`src/rtl/prbs_mon_pkg.sv`:
```
// Shared constants and types for the PRBS sync detector.
// Assumes at most two selectable polynomials; tap positions are 1-based delays.
package prbs_mon_pkg;

    localparam int HIST_W = 20;
    localparam int NPOLY  = 2;

    typedef enum logic {
        ST_HUNT = 1'b0,
        ST_LOCK = 1'b1
    } det_state_t;

    // Longer feedback delay for polynomial index p
    function automatic int tap_far(input int p);
        return (p == 0) ? 15 : 20;
    endfunction

    // Shorter feedback delay for polynomial index p
    function automatic int tap_near(input int p);
        return (p == 0) ? 14 : 17;
    endfunction

endpackage

```
`src/rtl/prbs_predictor.sv`:
```
// Bit history and next-bit predictor.
// While hunting, it shifts in received bits (self-seeding). Once locked,
// it shifts in its own prediction. Assumes HIST_W covers the longest tap.
module prbs_predictor
    import prbs_mon_pkg::*;
#(
    parameter int HW = HIST_W
) (
    input  logic clk,
    input  logic rst_n,
    input  logic adv,
    input  logic clr,
    input  logic poly_sel,
    input  logic self_run,
    input  logic d_in,
    output logic pred
);

    logic [HW-1:0]    hist;
    logic [NPOLY-1:0] fb;

    // One feedback XOR per selectable polynomial
    for (genvar p = 0; p < NPOLY; p++) begin : g_tap
        assign fb[p] = hist[tap_far(p)-1] ^ hist[tap_near(p)-1];
    end

    assign pred = fb[poly_sel];

    // Shift history: clear on reset/reseed, else advance on each accepted bit
    always_ff @(posedge clk) begin
        if (!rst_n || clr) begin
            hist <= '0;
        end else if (adv) begin
            hist <= {hist[HW-2:0], self_run ? pred : d_in};
        end
    end

endmodule

```
`src/rtl/prbs_sync_ctrl.sv`:
```
// Hunt/lock controller. Declares lock after MATCH_N consecutive matches and
// drops lock when LOSS_N errors land inside one WIN_N-bit window.
// Holds all state while disabled; reseed acts only while enabled.
module prbs_sync_ctrl
    import prbs_mon_pkg::*;
#(
    parameter int MATCH_N = 32,
    parameter int WIN_N   = 64,
    parameter int LOSS_N  = 6
) (
    input  logic clk,
    input  logic rst_n,
    input  logic en,
    input  logic reseed,
    input  logic vld,
    input  logic mism,
    output logic locked
);

    localparam int MW = $clog2(MATCH_N);
    localparam int WW = $clog2(WIN_N);
    localparam int EW = $clog2(LOSS_N + 1);

    det_state_t       st;
    logic [MW-1:0]    match_cnt;
    logic [WW-1:0]    win_pos;
    logic [EW-1:0]    win_err;
    logic [EW-1:0]    err_next;

    assign err_next = win_err + EW'(mism);
    assign locked   = (st == ST_LOCK);

    // State, match run length and error window bookkeeping
    always_ff @(posedge clk) begin
        if (!rst_n) begin
            st        <= ST_HUNT;
            match_cnt <= '0;
            win_pos   <= '0;
            win_err   <= '0;
        end else if (en && reseed) begin
            st        <= ST_HUNT;
            match_cnt <= '0;
        end else if (en && vld) begin
            if (st == ST_HUNT) begin
                if (mism) begin
                    match_cnt <= '0;
                end else if (match_cnt == MW'(MATCH_N - 1)) begin
                    st        <= ST_LOCK;
                    match_cnt <= '0;
                    win_pos   <= '0;
                    win_err   <= '0;
                end else begin
                    match_cnt <= match_cnt + 1'b1;
                end
            end else begin
                if (err_next >= EW'(LOSS_N)) begin
                    st        <= ST_HUNT;
                    match_cnt <= '0;
                end else if (win_pos == WW'(WIN_N - 1)) begin
                    win_pos <= '0;
                    win_err <= '0;
                end else begin
                    win_pos <= win_pos + 1'b1;
                    win_err <= err_next;
                end
            end
        end
    end


    reseed_drop_chk: assert property (@(posedge clk) disable iff (!rst_n)
        (en && reseed) |=> !locked);


    disabled_hold_chk: assert property (@(posedge clk) disable iff (!rst_n)
        !en |=> $stable(locked));


    lock_after_run_chk: assert property (@(posedge clk) disable iff (!rst_n)
        $rose(locked) |-> ($past(match_cnt) == MW'(MATCH_N - 1)));


    window_bound_chk: assert property (@(posedge clk) disable iff (!rst_n)
        locked |-> (win_err < EW'(LOSS_N)));

endmodule

```
`src/rtl/prbs_err_counter.sv`:
```
// Saturating error counter. A host read clears it; an error counted in the
// same cycle as the read leaves a count of one.
module prbs_err_counter #(
    parameter int W = 16
) (
    input  logic         clk,
    input  logic         rst_n,
    input  logic         inc,
    input  logic         rd,
    output logic [W-1:0] cnt
);

    // Clear-on-read with saturating increment
    always_ff @(posedge clk) begin
        if (!rst_n) begin
            cnt <= '0;
        end else if (rd) begin
            cnt <= inc ? W'(1) : '0;
        end else if (inc && (cnt != '1)) begin
            cnt <= cnt + 1'b1;
        end
    end


    rd_clear_chk: assert property (@(posedge clk) disable iff (!rst_n)
        rd |=> (cnt <= W'(1)));


    sat_hold_chk: assert property (@(posedge clk) disable iff (!rst_n)
        ((cnt == '1) && !rd) |=> (cnt == '1));


    idle_hold_chk: assert property (@(posedge clk) disable iff (!rst_n)
        (!rd && !inc) |=> $stable(cnt));

endmodule

```
`src/rtl/prbs_err_monitor.sv`:
```
// Top level of the PRBS sync detector. Optionally inverts the received bit,
// predicts the pattern, runs the hunt/lock controller and counts errors while
// enabled and locked. Assumes bit_in is meaningful only when bit_vld is 1.
module prbs_err_monitor
    import prbs_mon_pkg::*;
#(
    parameter int CNT_W   = 16,
    parameter int MATCH_N = 32,
    parameter int WIN_N   = 64,
    parameter int LOSS_N  = 6
) (
    input  logic             clk,
    input  logic             rst_n,
    input  logic             bit_in,
    input  logic             bit_vld,
    input  logic             det_en,
    input  logic             reseed,
    input  logic             poly_sel,
    input  logic             invert,
    input  logic             cnt_rd,
    output logic             sync_o,
    output logic [CNT_W-1:0] err_cnt
);

    logic d_eff;
    logic pred;
    logic mism;
    logic locked;
    logic accept;
    logic count_err;

    assign d_eff     = bit_in ^ invert;
    assign mism      = d_eff ^ pred;
    assign accept    = det_en && bit_vld && !reseed;
    assign count_err = det_en && bit_vld && locked && mism;
    assign sync_o    = det_en && locked;

    prbs_predictor #(.HW(HIST_W)) u_pred (
        .clk      (clk),
        .rst_n    (rst_n),
        .adv      (accept),
        .clr      (det_en && reseed),
        .poly_sel (poly_sel),
        .self_run (locked),
        .d_in     (d_eff),
        .pred     (pred)
    );

    prbs_sync_ctrl #(
        .MATCH_N (MATCH_N),
        .WIN_N   (WIN_N),
        .LOSS_N  (LOSS_N)
    ) u_sync (
        .clk    (clk),
        .rst_n  (rst_n),
        .en     (det_en),
        .reseed (reseed),
        .vld    (bit_vld),
        .mism   (mism),
        .locked (locked)
    );

    prbs_err_counter #(.W(CNT_W)) u_cnt (
        .clk   (clk),
        .rst_n (rst_n),
        .inc   (count_err),
        .rd    (cnt_rd),
        .cnt   (err_cnt)
    );


    count_needs_sync_chk: assert property (@(posedge clk) disable iff (!rst_n)
        (!$stable(err_cnt) && !$past(cnt_rd)) |-> $past(sync_o && bit_vld));

endmodule

```
`config.mk`:
```
export PLATFORM = sky130hd
export DESIGN_NAME = prbs_err_monitor
export DESIGN_NICKNAME = d
export VERILOG_FILES = /design/src/rtl/prbs_mon_pkg.sv /design/src/rtl/prbs_predictor.sv /design/src/rtl/prbs_sync_ctrl.sv /design/src/rtl/prbs_err_counter.sv /design/src/rtl/prbs_err_monitor.sv
export SDC_FILE = /design/constraint.sdc
export NUM_CORES = 1
export LEC_CHECK = 0
export ABC_AREA = 0
export BUFFER_PORTS_ARGS = -buffer_cell sky130_fd_sc_hd__buf_2
export CORE_UTILIZATION = 55
export DETAILED_ROUTE_END_ITERATION = 16
export GPL_TIMING_DRIVEN = 0
export PLACE_DENSITY = 0.75
export SYNTH_ARGS = -nofsm -noshare
export SYNTH_HDL_FRONTEND = slang
export SYNTH_SLANG_ARGS = --single-unit
```
`constraint.sdc`:
```
create_clock -name clk -period 3.7 [get_ports clk]
set_input_delay 0.74 -clock clk [delete_from_list [all_inputs] [get_ports clk]]
set_output_delay 0.74 -clock clk [all_outputs]
set_load 0.1 [all_outputs]
```
==> impl_metrics.tcl, run 1 <==
set metrics [dict create \
    io_pins 26 \
    die_height_um 68.6 \
    post_cts_buffers 0 \
    crit_start "invert" \
    drtIter0Drc 142 \
    nets 354 \
    io_buffers 25 \
    wl_met1_mm 2.42 \
    cts.sinks 51 \
    ys_seq_elements 51 \
    vias 2244 \
    path_clk_slew_ns 0.09 \
    path_buf_inv 2 \
    status "complete, no violations" \
    cts_resized 0 \
    avgSynthCellArea_um2 7.95 \
    skew_ns 0.00650 \
    die_area_mm2 0.00471 \
    grt_pass1_wl_mm 8.26 \
    finalSetupViolCount 0 \
    crit_cells 11 \
    seq_area_frac_synth_pct 41.8 \
    dr.pass1.iters 5 \
    place.gp.congestion 0.761 \
    placementRows 23 \
    detail_route.wirelength_mm 5.01 \
    crit_chain "buf_2, xor2_1, xnor2_1, inv_1, ha_1, ha_1, xor2_1, a2111o_1, o41a_1, nand2_1, mux2i_1" \
    syn-num-nets 322 \
    num_antenna_cells 0 \
    grt_setup_unrepaired "no" \
    cts-root-buf "clkbuf_8" \
    syn_inst 307 \
    crit_fanout 8 \
    power.density_mw_per_mm2 358 \
    grt-ovfl-total 0 \
    r2r-end "u_sync.win_err[1]" \
    grt_pass1_vias 1882 \
    synth_edf_count 0 \
    synth-main-ff-cell "dfxtp_1" \
    fin_crit_ns 3.13 \
    wl_met2_mm 2.38 \
    syn_to_final_growth_pct 12.3 \
    ys_warn_count 0 \
    fmax_mhz 319 \
    antenna_found_initial 0 \
    final_cells 390 \
    critical_path.top_delay_family "XOR/XNOR gates" \
    hold_viol_final 0 \
    tns_ns 0 \
    reg2reg_slack_ns 0.64 \
    ys_types 40 \
    netlist_area_mm2 0.00244 \
    r2r-start "u_pred.hist[16]" \
    fillers 370 \
    ys_async_sr_fraction_pct 0 \
    cts_buffer_depth 2 \
    p_leak_uw 0.000934 \
    r2r_cells 11 \
    routed.top_layer "met4" \
    worst_ep_arrival_time_ns 3.37 \
    dp_hpwl_mm 3.55 \
    drc 0 \
    cts_tree "built" \
    ctsHoldBuffers 0 \
    htreeDepth 2 \
    vias_per_cell 5.75 \
    fin_total_pwr_uw 982 \
    cts_buffers 5 \
    drv_cap 0 \
    max_stage_delay_ns 0.53 \
    core_mm2 0.00414 \
    crit_end "u_sync.win_err[1]" \
    clk_latency_ns 0.30 \
    drv_slew 0 \
    ant_nets 0 \
    die_x_um 68.6 \
    placedCellCount 382 \
    relSlewSlack_pct 67.7 \
    hp-class "reg -> reg" \
    drive_gt1_share_pct 11.5 \
    wl_per_cell_um 12.8 \
    grt_usage_pct 23.6 \
    grt_max_degree 17 \
    path_class "in -> reg" \
    dr_wl_met3_um 165 \
    cp.required_ns 3.93 \
    slowest_stage "a2111o_1" \
    ir_drop_mv 0.341 \
    initial_core_util_pct 58.9 \
    min_period_over_period_pct 84.7 \
    cp-start-kind "input port" \
    tightestPinTransition_ns 0.488 \
    crit_path_end_kind "flop" \
]
[layer usage]
layer	up-vias	track usage (%)
met4	0	7.03
met1	1033	29.7
met5	-	0
met2	39	39.3
met3	5	5.92
li1	1167	-
[worst min path at each step]
stage / start / end / slack, ns / depth (start not counted)
2_1_floorplan: u_sync.win_pos[5] / u_sync.win_pos[5] / 0.43 / 1
3_3_place_gp: u_pred.hist[15] / u_pred.hist[16] / 0.44 / 2
3_5_place_dp: u_pred.hist[1] / u_pred.hist[2] / 0.44 / 2
4_1_cts: u_pred.hist[1] / u_pred.hist[2] / 0.46 / 2
5_1_grt: u_pred.hist[12] / u_pred.hist[13] / 0.48 / 2
6_report: u_pred.hist[1] / u_pred.hist[2] / 0.46 / 2
[cell families (layout without fill, tap and decap cells)]
group,after synthesis,after routing,share of synthesized area (%)
AO/OA/AOI/OAI,79,79,19.1
XOR/XNOR,6,6,2.15
adder cells (fa/ha/maj),6,6,3.08
buffers and inverters,23,56,3.59
flip-flops,51,51,41.8
multiplexers,8,8,3.90
AND/OR/NAND/NOR,134,134,26.3
[power breakdown]
group          internal, uW  switching (uW)
clock network           201             186
registers               549           0.660
logic                  13.4            31.4
total                   764             218
[cells in the mapped netlist, types with 3 or more instances]
cell      count  share of area (%)
nand3_1      12                2.5
nor2_1       10                1.5
clkbuf_1     13                2.0
o31ai_1       6                1.8
and3_1        3               0.77
dfxtp_1      51                 42
nand2_1      66                 10
mux2i_1       5                2.1
or3_1        11                2.8
o21ai_0      14                2.9
xnor2_1       4                1.4
nor3_1        6                1.2
nand4_1       9                2.3
a21oi_1      43                8.8
ha_1          6                3.1
or4_1         7                2.2
inv_1         9                1.4
[worst min-delay path, cell delays in order, from the launching register on]
cell	delay, ns
dfxtp_1	0.32
nand2_1	0.05
a21oi_1	0.05
[stage by stage]
step	setup WS, ns	area (um^2)	utilization, %	hold WS (ns)
2_1_floorplan	0.706	2440	-	0.432
3_3_place_gp	0.310	2630	63.4	0.440
3_5_place_dp	0.249	2630	63.4	0.442
4_1_cts	0.559	2740	66.2	0.455
5_1_grt	0.389	2740	66.2	0.477
6_report	0.567	2740	66.2	0.457
[cell usage in the layout, fill, tap and decap left out, drive strengths merged, types with 9 or more instances in the layout]
cell / Yosys / layout
a21oi: 43 / 43
buf: 1 / 26
clkbuf: 13 / 18
dfxtp: 51 / 51
inv: 9 / 9
nand2: 66 / 66
nand3: 12 / 12
nand4: 9 / 9
nor2: 10 / 10
o21ai: 14 / 14
or3: 11 / 11
[cell type report]
class / count / area [um^2] / area share, %
clock inverter: 3 / 43.8 / 1.60
sequential: 51 / 1020 / 37.2
multi-input combinational: 233 / 1330 / 48.6
timing repair buffer: 25 / 125 / 4.56
buffer: 14 / 53.8 / 1.96
inverter: 9 / 33.8 / 1.23
tap: 50 / 62.6 / 2.28
clock buffer: 5 / 68.8 / 2.51
[flip-flops by register name (all words and copies together), names as in the netlist]
register          count
u_sync.locked         1
u_pred.hist          20
u_sync.match_cnt      5
u_cnt.cnt            16
u_sync.win_err        3
u_sync.win_pos        6
Power figures use the tool's default switching activity.
==> run 2: changes to the inputs <==
- CORE_UTILIZATION: 55 -> 52
- clock period: 3.7 -> 2.86 ns (I/O delays scaled with it)
==> impl_metrics.tcl, run 2 (synthesis results as in run 1) <==
set metrics [dict create \
    fmax_mhz 368 \
    cts_tree "built" \
    cp-start-kind "input port" \
    syn_to_final_growth_pct 13.5 \
    ctsHoldBuffers 0 \
    grt-ovfl-total 0 \
    holdWs_ns 0.455 \
    path_class "in -> reg" \
    io_buffers 25 \
    layout_common_cells "nand2_1, dfxtp_1, a21oi_1" \
    finalSetupViolCount 0 \
    violations "design-rule violations" \
    worst_ep_arrival_time_ns 2.92 \
    clk_latency_ns 0.31 \
    die_height_um 70.5 \
    dr.pass1.iters 10 \
    grt_pass1_wl_mm 8.75 \
    fin_crit_ns 2.72 \
    drive_gt1_share_pct 13.2 \
    cts-root-buf "clkbuf_8" \
    dp_hpwl_mm 3.56 \
    vias 2297 \
    path_clk_slew_ns 0.09 \
    drv_cap 0 \
    num_antenna_cells 0 \
    hp-class "reg -> reg" \
    hold_viol_final 0 \
    skew_ns 0.00879 \
    vias_per_cell 5.84 \
    drtIter0Drc 129 \
    reg.largest.list "u_pred.hist (20), u_cnt.cnt (16), u_sync.win_pos (6)" \
    final_common_cell "nand2_1" \
    p_leak_uw 0.000936 \
    tightestPinTransition_ns 0.478 \
    core_mm2 0.00444 \
    regMostFlops "u_pred.hist" \
    largest_reg_flops 20 \
    htreeDepth 2 \
    cp.required_ns 3.07 \
    status "finished, violations left" \
    cts_buffers 5 \
    whs_path_depth 2 \
    placementRows 24 \
    die_area_mm2 0.00497 \
    ir_drop_mv 0.331 \
    drc 4 \
    grt_setup_unrepaired "no" \
    min_period_over_period_pct 95.0 \
    tns_ns 0 \
    io_pins 26 \
    cts_buffer_depth 2 \
    power.density_mw_per_mm2 438 \
    drv_slew 0 \
    regArea_mm2 0.00102 \
    grt_max_degree 17 \
    crit_path_end_kind "flop" \
    relSlewSlack_pct 68.1 \
    crit_fanout 7 \
    multi_input_area_mm2 0.00137 \
    detail_route.wirelength_mm 5.07 \
    cts.sinks 51 \
    grt_usage_pct 21.8 \
    die_x_um 70.5 \
    initial_core_util_pct 54.9 \
    wl_per_cell_um 12.9 \
    fillers 411 \
    grt_pass1_vias 2005 \
    antenna_found_initial 0 \
    nets 355 \
    ant_nets 0 \
    r2r_cells 9 \
    place.gp.congestion 0.866 \
]
run 2: through the flow:
step / instance area, um^2 / worst slack, ns / utilization (%) / instances / total power (uW)
detailed placement: 2630 / -0.392 / 59.2 / 384 / 787
global route: 2770 / 0.00880 / 62.3 / 393 / 1260
global placement: 2630 / -0.374 / 59.2 / 384 / 786
floorplan: 2440 / 0.0342 / - / 307 / 765
finish: 2770 / 0.143 / 62.3 / 393 / 1210
CTS: 2760 / 0.0553 / 62.2 / 393 / 1220
run 2: metal layers:
metal	share of wire, %	track usage (%)	up-vias
met4	1.6	7.94	0
li1	-	-	1176
met5	0	0	-
met3	3.6	3.75	10
met1	47	28.8	1074
met2	47	35.8	37
run 2: path summary, 6_finish.rpt:
check,startpoint,end,slack [ns]
setup / recovery,invert,u_sync.win_pos[2],0.14
hold / removal,u_pred.hist[0],u_pred.hist[1],0.45
setup reg to reg,u_pred.hist[16],u_sync.win_pos[2],0.15
hold reg to reg,u_pred.hist[0],u_pred.hist[1],0.45
run 2: worst max-delay path, stage by stage:
cell      delay (ns)
buf_2           0.12
xor2_2          0.32
xnor2_2         0.19
inv_1           0.07
ha_1            0.20
ha_1            0.33
a2111o_1        0.53
or4_1           0.49
o311ai_0        0.10
run 2: area by class of cell:
| type | instances | share of cell area [%] |
|---|---|---|
| Multi-Input combinational cell | 233 | 49.3 |
| Sequential cell | 51 | 36.9 |
| Clock inverter | 2 | 0.587 |
| Timing Repair Buffer | 26 | 4.79 |
| Clock buffer | 6 | 2.98 |
| Inverter | 9 | 1.22 |
| Tap cell | 52 | 2.35 |
| Buffer | 14 | 1.94 |
run 2: power by group:
group	internal (uW)	switching (uW)
sequential	711	0.928
clock	198	243
combinational	18.7	43.2
run 2: repair_timing:
action | 4_1_cts | 5_1_grt
endpoints found under the setup margin | 10 | 8
pin swaps | 0 | 1
gates resized for setup | 4 | 1
buffers inserted | 1 | 0
==> run 3: changes to the inputs <==
==> constraint.sdc (replaced) <==
create_clock -name clk -period 2.86 [get_ports clk]
set_input_delay 0.286 -clock clk [delete_from_list [all_inputs] [get_ports clk]]
set_output_delay 0.286 -clock clk [all_outputs]
set_load 0.1 [all_outputs]
==> impl_metrics.tcl, run 3 (synthesis results as in run 1) <==
set metrics [dict create \
    status "finished, violations left" \
    violations "design-rule violations" \
    drtIter0Drc 115 \
    critical_path.top_delay_family "compound AO/OA/AOI/OAI gates" \
    detail_route.wirelength_mm 5.03 \
    vias 2291 \
    grt_pass1_wl_mm 8.72 \
    clk_latency_ns 0.31 \
    grtUsageMet3_pct 3.75 \
    min_period_over_period_pct 94.7 \
    wl_per_cell_um 12.8 \
    cts_tree "built" \
    cts_buffers 5 \
    reg.largest.list "u_pred.hist (20), u_cnt.cnt (16), u_sync.win_pos (6)" \
    cp.required_ns 3.07 \
    dpl-instance-area_mm2 0.00263 \
    crit_path_end_kind "flop" \
    dp_hpwl_mm 3.56 \
    cp-start-kind "flop" \
    grt_pass1_vias 2003 \
    p_leak_uw 0.000934 \
    worst_slack_ns 0.152 \
    grt_use_met1_pct 28.6 \
    dr.pass1.iters 10 \
    drc 4 \
    relSlewSlack_pct 64.8 \
    regMostFlops "u_pred.hist" \
    r2r-start "u_pred.hist[16]" \
    core_mm2 0.00444 \
    grt-ovfl-total 0 \
    path_clk_slew_ns 0.09 \
    die_area_mm2 0.00497 \
    pre_cts_slack_ns -0.124 \
    fin_crit_ns 2.71 \
    largest_reg_flops 20 \
    worst_ep_arrival_time_ns 2.91 \
    p_int_uw 927 \
    hold_viol_final 0 \
    power.density_mw_per_mm2 439 \
    skew_ns 0.00878 \
    io_pins 26 \
    grt_usage_pct 21.7 \
    p_clk_share_pct 36.4 \
    tns_ns 0 \
    placementRows 24 \
    p_sw_share_pct 23.6 \
    nets 355 \
    tightestPinTransition_ns 0.527 \
    vias_per_cell 5.83 \
    die_x_um 70.5 \
    final_core_util_pct 62.2 \
    min_from "cnt_rd" \
    crit_chain "xnor2_2, mux2i_4, xnor2_2, inv_1, ha_1, ha_1, a2111o_1, or4_1, o311ai_0" \
    initial_core_util_pct 54.9 \
    use_met2_pct 35.8 \
    drv_slew 0 \
    grt_max_degree 17 \
    antenna_found_initial 0 \
    path_buf_inv 1 \
    ir_drop_mv 0.332 \
    max_stage_delay_ns 0.53 \
    p_sw_uw 287 \
    crit_start "u_pred.hist[16]" \
    grt_setup_unrepaired "no" \
    io_buffers 25 \
    layout_common_cells "nand2_1, dfxtp_1, a21oi_1" \
    cts-root-buf "clkbuf_8" \
    die_height_um 70.5 \
    finalSetupViolCount 0 \
    seqPwrFrac_pct 58.6 \
    fmax_mhz 369 \
    hp-class "in -> reg" \
    fillers 412 \
    ant_nets 0 \
    final_common_cell "nand2_1" \
    num_antenna_cells 0 \
    path_class "reg -> reg" \
    place.gp.congestion 0.866 \
    fin_area_mm2 0.00276 \
    final_cells 393 \
    htreeDepth 2 \
    cts.sinks 51 \
    crit_fanout 7 \
    placedCellCount 384 \
    syn_to_final_growth_pct 13.2 \
    drive_gt1_share_pct 12.9 \
    slowest_stage "a2111o_1" \
    busiest_layer "met2" \
    pwr-share-comb_pct 5.0 \
    cts_buffer_depth 2 \
    drv_cap 0 \
]
run 3: cell count changes in the layout (fill, tap and decap cells not counted):
cell	change
xor2_1	+1
xor2_2	-1
run 3: repair_timing:
item,CTS,global route
hold buffers,0,0
buffers inserted,1,0
pin swaps,0,1
setup endpoints to repair,10,8
resized for setup,3,1
run 3: path summary, 6_finish.rpt:
check,slack [ns],cells past startpoint,to
max,0.15,9,u_sync.win_pos[2]
min,0.27,3,u_cnt.cnt[0]
max reg2reg,0.15,9,u_sync.win_pos[2]
min reg2reg,0.46,2,u_pred.hist[1]
run 3: power groups by stage:
stage	Clock (uW)	Combinational, uW	Sequential [uW]
finish	441	60.6	712
global route	479	68.2	712
CTS	450	60.2	712
detailed placement	0	58.7	728
global placement	0	58.2	728
floorplan	0	36.7	728
run 3: stage by stage:
step                hold slack (ns)  power [uW]
finish                        0.268        1210
global route                  0.319        1260
CTS                           0.268        1220
detailed placement            0.445         787
global placement              0.439         786
floorplan                     0.432         765
run 3: layout make-up:
type	count	area, um^2	area share (%)
clock inverter	2	16.3	0.589
clock buffer	6	82.6	2.99
timing repair buffer	26	133	4.80
inverter	9	33.8	1.22
multi-input combinational	233	1360	49.1
buffer	14	53.8	1.95
sequential	51	1020	37.0
tap	52	65.1	2.36
run 3: per-layer routing:
metal | vias up | routed length (um)
met4 | 0 | 82
met1 | 1076 | 2380
met3 | 10 | 158
li1 | 1173 | -
met5 | - | 0
met2 | 32 | 2410
run 3: tightest hold or removal path, stage by stage:
cell	delay, ns
buf_2	0.10
a2111o_1	0.09
o31ai_1	0.05
